[config.mk]
export PLATFORM = sky130hd
export DESIGN_NAME = alu8_core
export DESIGN_NICKNAME = d
export VERILOG_FILES = /design/src/rtl/alu8_pkg.sv /design/src/rtl/alu8_arith.sv /design/src/rtl/alu8_logic.sv /design/src/rtl/alu8_shift.sv /design/src/rtl/alu8_core.sv
export SDC_FILE = /design/constraint.sdc
export NUM_CORES = 1
export LEC_CHECK = 0
export CAP_MARGIN = 10
export CELL_PAD_IN_SITES_DETAIL_PLACEMENT = 0
export CELL_PAD_IN_SITES_GLOBAL_PLACEMENT = 1
export CORE_UTILIZATION = 40
export DETAILED_ROUTE_END_ITERATION = 12
export PLACE_DENSITY_LB_ADDON = 0.1
export REMOVE_ABC_BUFFERS = 1
export SLEW_MARGIN = 20
export SYNTH_ARGS = -nofsm -noshare
export SYNTH_HDL_FRONTEND = slang
export SYNTH_SLANG_ARGS = --single-unit
[constraint.sdc]
create_clock -name clk -period 10.95 [get_ports clk]
set_clock_uncertainty 0.2 [all_clocks]
set_input_delay 2.19 -clock clk [delete_from_list [all_inputs] [get_ports clk]]
set_output_delay 2.19 -clock clk [all_outputs]
set_load 0.005 [all_outputs]
[src/rtl/alu8_pkg.sv]
package alu8_pkg;
  typedef enum logic [3:0] {
    OP_ADC = 4'h0, OP_SBC = 4'h1, OP_AND = 4'h2, OP_OR  = 4'h3,
    OP_XOR = 4'h4, OP_ASL = 4'h5, OP_LSR = 4'h6, OP_ROL = 4'h7,
    OP_ROR = 4'h8, OP_INC = 4'h9, OP_DEC = 4'hA, OP_CMP = 4'hB,
    OP_BIT = 4'hC, OP_TRB = 4'hD, OP_TSB = 4'hE, OP_LD  = 4'hF
  } alu_op_e;

  typedef enum logic [1:0] {CLS_ARITH, CLS_LOGIC, CLS_SHIFT} alu_cls_e;

  // Flag values or write enables, one per writable flag
  typedef struct packed {
    logic n;
    logic v;
    logic z;
    logic c;
  } flag4_t;

  localparam int STW   = 8;
  localparam int POS_N = 7;
  localparam int POS_V = 6;
  localparam int POS_D = 3;
  localparam int POS_Z = 1;
  localparam int POS_C = 0;

  function automatic alu_cls_e cls_of(alu_op_e op);
    case (op)
      OP_ADC, OP_SBC, OP_CMP:                         cls_of = CLS_ARITH;
      OP_ASL, OP_LSR, OP_ROL, OP_ROR, OP_INC, OP_DEC: cls_of = CLS_SHIFT;
      default:                                        cls_of = CLS_LOGIC;
    endcase
  endfunction
endpackage

[src/rtl/alu8_arith.sv]
module alu8_arith
  import alu8_pkg::*;
#(
  parameter int DW = 8
) (
  input  alu_op_e         op,
  input  logic [DW-1:0]   a,
  input  logic [DW-1:0]   b,
  input  logic            cin,
  input  logic            dec,
  output logic [DW-1:0]   res,
  output flag4_t          fl,
  output flag4_t          wr
);
  localparam int NIB = DW / 4;
  localparam int MSB = DW - 1;

  logic          sub;
  logic [DW-1:0] bo;
  logic          ci;
  logic [DW:0]   bsum;
  logic [NIB:0]  dc;
  logic [DW-1:0] dsum;
  logic          v_bin;
  logic          use_dec;
  logic [DW-1:0] r;
  logic          c;

  assign sub     = (op != OP_ADC);
  assign bo      = sub ? ~b : b;
  assign ci      = (op == OP_CMP) ? 1'b1 : cin;
  assign bsum    = {1'b0, a} + {1'b0, bo} + {{DW{1'b0}}, ci};
  assign v_bin   = (a[MSB] == bo[MSB]) && (bsum[MSB] != a[MSB]);
  assign use_dec = dec && (op != OP_CMP);
  assign dc[0]   = ci;

  // Decimal digit chain: one stage per 4-bit digit
  for (genvar g = 0; g < NIB; g++) begin : g_dig
    logic [4:0] t;
    logic       cy;
    assign t  = {1'b0, a[4*g +: 4]} + {1'b0, bo[4*g +: 4]} + {4'd0, dc[g]};
    assign cy = sub ? t[4] : (t > 5'd9);
    assign dc[g+1] = cy;
    assign dsum[4*g +: 4] = sub ? (cy ? t[3:0] : t[3:0] + 4'd10)
                                : (cy ? t[3:0] + 4'd6 : t[3:0]);
  end

  assign r = use_dec ? dsum : bsum[MSB:0];
  assign c = use_dec ? dc[NIB] : bsum[DW];

  always_comb begin
    res = a;
    fl  = '0;
    wr  = '0;
    case (op)
      OP_ADC, OP_SBC: begin
        res  = r;
        fl.n = r[MSB];
        fl.v = v_bin;
        fl.z = (r == '0);
        fl.c = c;
        wr   = 4'b1111;
      end
      OP_CMP: begin
        res  = a;
        fl.n = bsum[MSB];
        fl.z = (bsum[MSB:0] == '0);
        fl.c = bsum[DW];
        wr   = 4'b1011;
      end
      default: ;
    endcase
  end
endmodule

[src/rtl/alu8_logic.sv]
module alu8_logic
  import alu8_pkg::*;
#(
  parameter int DW = 8
) (
  input  alu_op_e         op,
  input  logic [DW-1:0]   a,
  input  logic [DW-1:0]   b,
  output logic [DW-1:0]   res,
  output flag4_t          fl,
  output flag4_t          wr
);
  localparam int MSB = DW - 1;

  logic mask_zero;
  assign mask_zero = ((a & b) == '0);

  always_comb begin
    res = a;
    fl  = '0;
    wr  = '0;
    case (op)
      OP_AND, OP_OR, OP_XOR, OP_LD: begin
        case (op)
          OP_AND:  res = a & b;
          OP_OR:   res = a | b;
          OP_XOR:  res = a ^ b;
          default: res = b;
        endcase
        fl.n = res[MSB];
        fl.z = (res == '0);
        wr   = 4'b1010;
      end
      OP_BIT: begin
        res  = a;
        fl.n = b[MSB];
        fl.v = b[MSB-1];
        fl.z = mask_zero;
        wr   = 4'b1110;
      end
      OP_TRB, OP_TSB: begin
        res  = (op == OP_TRB) ? (b & ~a) : (b | a);
        fl.z = mask_zero;
        wr   = 4'b0010;
      end
      default: ;
    endcase
  end
endmodule

[src/rtl/alu8_shift.sv]
module alu8_shift
  import alu8_pkg::*;
#(
  parameter int DW = 8
) (
  input  alu_op_e         op,
  input  logic [DW-1:0]   b,
  input  logic            cin,
  output logic [DW-1:0]   res,
  output flag4_t          fl,
  output flag4_t          wr
);
  localparam int MSB = DW - 1;

  logic cout;

  always_comb begin
    res  = b;
    cout = 1'b0;
    wr   = '0;
    case (op)
      OP_ASL: begin {cout, res} = {b, 1'b0}; wr = 4'b1011; end
      OP_LSR: begin {res, cout} = {1'b0, b}; wr = 4'b1011; end
      OP_ROL: begin {cout, res} = {b, cin};  wr = 4'b1011; end
      OP_ROR: begin {res, cout} = {cin, b};  wr = 4'b1011; end
      OP_INC: begin res = b + 1'b1;          wr = 4'b1010; end
      OP_DEC: begin res = b - 1'b1;          wr = 4'b1010; end
      default: ;
    endcase
    fl.n = res[MSB];
    fl.v = 1'b0;
    fl.z = (res == '0);
    fl.c = cout;
  end
endmodule

[src/rtl/alu8_core.sv]
module alu8_core
  import alu8_pkg::*;
#(
  parameter int DW = 8
) (
  input  logic            clk,
  input  logic            rst_n,
  input  logic [3:0]      op_i,
  input  logic [DW-1:0]   a_i,
  input  logic [DW-1:0]   b_i,
  input  logic [STW-1:0]  st_i,
  input  logic            upd_i,
  output logic [DW-1:0]   res_o,
  output logic [STW-1:0]  nxt_o,
  output logic [STW-1:0]  flags_o
);
  alu_op_e       op;
  logic [DW-1:0] ar_res, lg_res, sh_res;
  flag4_t        ar_fl, lg_fl, sh_fl;
  flag4_t        ar_wr, lg_wr, sh_wr;
  flag4_t        sel_fl, sel_wr;
  logic [STW-1:0] nxt;
  logic [STW-1:0] flags_q;

  assign op = alu_op_e'(op_i);

  alu8_arith #(.DW(DW)) u_arith (
    .op(op), .a(a_i), .b(b_i), .cin(st_i[POS_C]), .dec(st_i[POS_D]),
    .res(ar_res), .fl(ar_fl), .wr(ar_wr)
  );

  alu8_logic #(.DW(DW)) u_logic (
    .op(op), .a(a_i), .b(b_i),
    .res(lg_res), .fl(lg_fl), .wr(lg_wr)
  );

  alu8_shift #(.DW(DW)) u_shift (
    .op(op), .b(b_i), .cin(st_i[POS_C]),
    .res(sh_res), .fl(sh_fl), .wr(sh_wr)
  );

  always_comb begin
    case (cls_of(op))
      CLS_ARITH: begin res_o = ar_res; sel_fl = ar_fl; sel_wr = ar_wr; end
      CLS_SHIFT: begin res_o = sh_res; sel_fl = sh_fl; sel_wr = sh_wr; end
      default:   begin res_o = lg_res; sel_fl = lg_fl; sel_wr = lg_wr; end
    endcase
  end

  // Write-masked merge: untouched bits flow from st_i
  always_comb begin
    nxt = st_i;
    if (sel_wr.n) nxt[POS_N] = sel_fl.n;
    if (sel_wr.v) nxt[POS_V] = sel_fl.v;
    if (sel_wr.z) nxt[POS_Z] = sel_fl.z;
    if (sel_wr.c) nxt[POS_C] = sel_fl.c;
  end

  assign nxt_o = nxt;

  always_ff @(posedge clk or negedge rst_n) begin
    if (!rst_n)     flags_q <= '0;
    else if (upd_i) flags_q <= nxt;
  end

  assign flags_o = flags_q;
endmodule

==> results.txt <==
- Synth async-reset ratio: 100%
- For this design, the CTS-stage hold fixing added 0 buffers.
- In this run the count of I/O pins placed on the die edge is 55.
- Timing would allow up to 0.0940 GHz.
* Final critical path time including I/O delays and setup: between 10 and 15 ns
- 0 antenna diodes ended up in the layout.
* Cell area after synthesis: around 3200 um^2
- The area growth from synthesis to layout is 21.7%.
- Met2 track demand over resource in global routing: between 40% and 50%
- Area of placed instances: ~3800 um^2
* GRT Residual Overflow: 0
- Data required time of the worst path: ~8.6 ns
- After floorplanning, the core was sized to cover roughly 7800 um^2.
- Critical path endpoint category: output pin
- For this design the static power due to leakage is 1.59 nW.
- The final route contains 3780 vias.
- Including well taps, the total number of placed cells is about 600.
- The clock net in this run drives a total of 8 sinks.
* Critical path data arrival time: between 8 and 9 ns
- Worst-path fanout max: 16
- TritonCTS built the clock tree.
* Share of the yosys chip area belonging to registers: 6.23%
- Dpl hpwl: a little under 9 mm
- In this run the core area contains 32 standard-cell rows.
* Number of non-filler instances in the completed layout: roughly 600
* Largest stage delay, worst path: 0.59 ns
- For this run, global-route usage on met1 was measured as between 40% and 50%.
* Gate count of the mapped netlist: 454
- The final layout contains routed wiring with a total length of roughly 11 mm.
* Wirelength per Cell: roughly 19 um
* Count of flip-flops with a built-in enable after synthesis: 0
- Setup violations remaining at the end of the flow were counted as 0.
* Commonest cells after routing, fill and taps aside: clkdlybuf4s50_1, nand2_1, o21ai_0, ha_1, nor2_1
* Power Dens Cells: roughly 78 nW/um^2
- Final std cell area, no fill: around 3900 um^2
- Count of buffers inserted at the top-level ports: 53
- The worst hold path belongs to the class flip-flop to flip-flop.
- The congestion estimate from routability-driven global placement came to between 0.8 and 0.9.
* H-tree lvl count: 1
- The global routing stage identified its most utilized layer as met2.
* Result of the run: completed
- The tree is rooted in a clkbuf_8.
* Number of clock buffers inserted by TritonCTS: 3
- The detail route stage leaves a number of antenna-violating nets equal to 0.
- The first routing iteration left 358 violations.
- The count of final max-slew check failures came to 0.
* Distinct cells, synth: 67
* DRC violations left: 0
- Entering global routing, the biggest net connects 37 pins.
* Sequence of cells on the critical path: clkdlybuf4s50_1 -> or4_4 -> buf_4 -> xnor2_1 -> ha_1 -> o21ai_0 -> or2_1 -> and2_1 -> a21o_1 -> fa_1 -> fa_1 -> xor2_2 -> inv_1 -> ha_1 -> nor2b_1 -> a2111oi_4 -> a21oi_1 -> o31a_1 -> nand3_1 -> o211ai_1 -> a32oi_1 -> clkdlybuf4s50_1
- Initial Util: 41.4%
* Period utilisation layout: 97.1%
- The first detailed-routing pass ran for 5 iterations.
- Final hold analysis gives a worst-case slack of ~0.3 ns.
- Yosys printed 0 warnings.
- For this run, the leading register cell type out of synthesis is dfrtp_1.
* All-Layer GR Usage: around 27%
* Least-Margin Pin Slew: between 0.8 and 0.9 ns
* Via density per instance: between 6 and 7
- The count of endpoints failing hold in the final timing report came to 0.
- Latest clock arrival within the worst-skew pair: about 0.22 ns
* Via count of the first global-routing pass: about 3500
- STA classifies the critical path startpoint as an input port.
- After clock tree synthesis, the clock-pin slew on the worst setup and hold paths is around 0.040 ns.
* Proportion of layout cells with a drive suffix above 1: about 7.7%
- Relative slew slack: 45.7%
- Width of the chip: a little over 90 um
* Antenna violations before repair: 0
- The first global-routing pass estimated 18.4 mm of wire.
- Worst IR drop on VDD: between 0.02 and 0.03 mV
- Max-cap viol count: 0
- The floorplan step defined a die boundary enclosing around 8400 um^2.
* Final nets: 567
- Number of buffer and inverter stages on the critical path: 4
- Max FFs per register: 8
- The library cell used most frequently in the layout, excluding fill and tap cells, is clkdlybuf4s50_1.
* Family with the most delay on the worst path: compound AO/OA/AOI/OAI gates
* Die height: approximately 92 um
* Synthesis-stage register bit count: 8
- For met3 alone, demand over resource in global routing was approximately 2.0%.
* Maximum clock insertion buffer count: 2
- Highest-delay cell along the critical path: or4_4
- Avg Inst Size Synth: ~7.1 um^2
- The critical path is of the input port to output pin type.
-- logic make-up after synthesis --
family / share of synthesized area (%)
xor+xnor: 5.95
simple gates: 21.3
fa+ha+maj: 16.9
mux: 3.74
flops: 6.23
compound gates: 38.5
buf+inv: 7.35
-- path summary, 6_finish.rpt --
kind	from	end	slack (ns)	cells past startpoint
setup reg to reg	flags_o[6]	flags_o[6]	10.00	1
min in group asynchronous	rst_n	flags_o[6]	2.03	1
max in group asynchronous	rst_n	flags_o[3]	8.27	1
hold reg to reg	flags_o[2]	flags_o[2]	0.30	1
hold / removal	flags_o[2]	flags_o[2]	0.30	1
setup / recovery	op_i[3]	res_o[6]	0.32	22
-- synth_stat cells, types with 5 or more instances --
library cell | n | share of area, %
a211oi_1 | 9 | 2.1
a21o_1 | 8 | 1.9
a21oi_1 | 26 | 4.0
a221o_1 | 5 | 1.6
a22o_1 | 6 | 1.6
a22oi_1 | 8 | 1.9
a31oi_1 | 10 | 1.9
a32oi_1 | 5 | 1.4
buf_2 | 12 | 1.9
clkbuf_1 | 12 | 1.4
dfrtp_1 | 8 | 6.2
fa_1 | 5 | 3.1
ha_1 | 33 | 13
inv_1 | 24 | 2.8
mux2_2 | 8 | 2.8
nand2_1 | 41 | 4.8
nand2b_1 | 8 | 1.6
nand3_1 | 7 | 1.1
nor2_1 | 31 | 3.6
nor2b_1 | 8 | 1.6
nor3_1 | 7 | 1.1
nor4_1 | 5 | 0.97
o211ai_1 | 9 | 2.1
o21ai_0 | 41 | 6.4
o221ai_1 | 8 | 2.2
o22ai_1 | 11 | 2.1
or3_1 | 6 | 1.2
xnor2_1 | 15 | 4.1
xor2_1 | 5 | 1.4
-- metal layers --
layer	up-vias	part of all wire [%]
met5	-	0
met4	0	2.2
met3	19	6.9
met2	172	44
met1	1773	47
li1	1816	-
-- metrics by stage --
| stage | TNS (ns) | power, W | util, % | setup slack (ns) |
|---|---|---|---|---|
| 2_1_floorplan | 0 | 0.000175 | - | 1.23 |
| 6_report | 0 | 0.000307 | 50.4 | 0.316 |
| 5_1_grt | -0.00196 | 0.000334 | 50.4 | -0.00159 |
| 3_5_place_dp | 0 | 0.000264 | 49.5 | 0.138 |
| 3_3_place_gp | 0 | 0.000262 | 49.5 | 0.173 |
| 4_1_cts | 0 | 0.000300 | 50.0 | 0.109 |
-- power by group --
part | internal [W] | leakage [nW] | switching (W) | total, W
Sequential | 0.0000335 | 0.0945 | 0.00000179 | 0.0000353
Combinational | 0.000107 | 1.48 | 0.000130 | 0.000237
Clock | 0.0000237 | 0.0216 | 0.0000103 | 0.0000340
-- cell type report --
class	count	area, um^2
Timing Repair Buffer	69	651
Clock buffer	3	41.3
Fill cell	802	3850
Sequential cell	8	200
Multi-Input combinational cell	391	2800
Tap cell	102	128
Inverter	25	93.8
-- what timing repair did --
item | 4_1_cts | 5_1_grt
buffers inserted | 0 | 1
setup endpoints to repair | 0 | 4
resized for setup | 0 | 3
(Power assumes the default switching activity.)
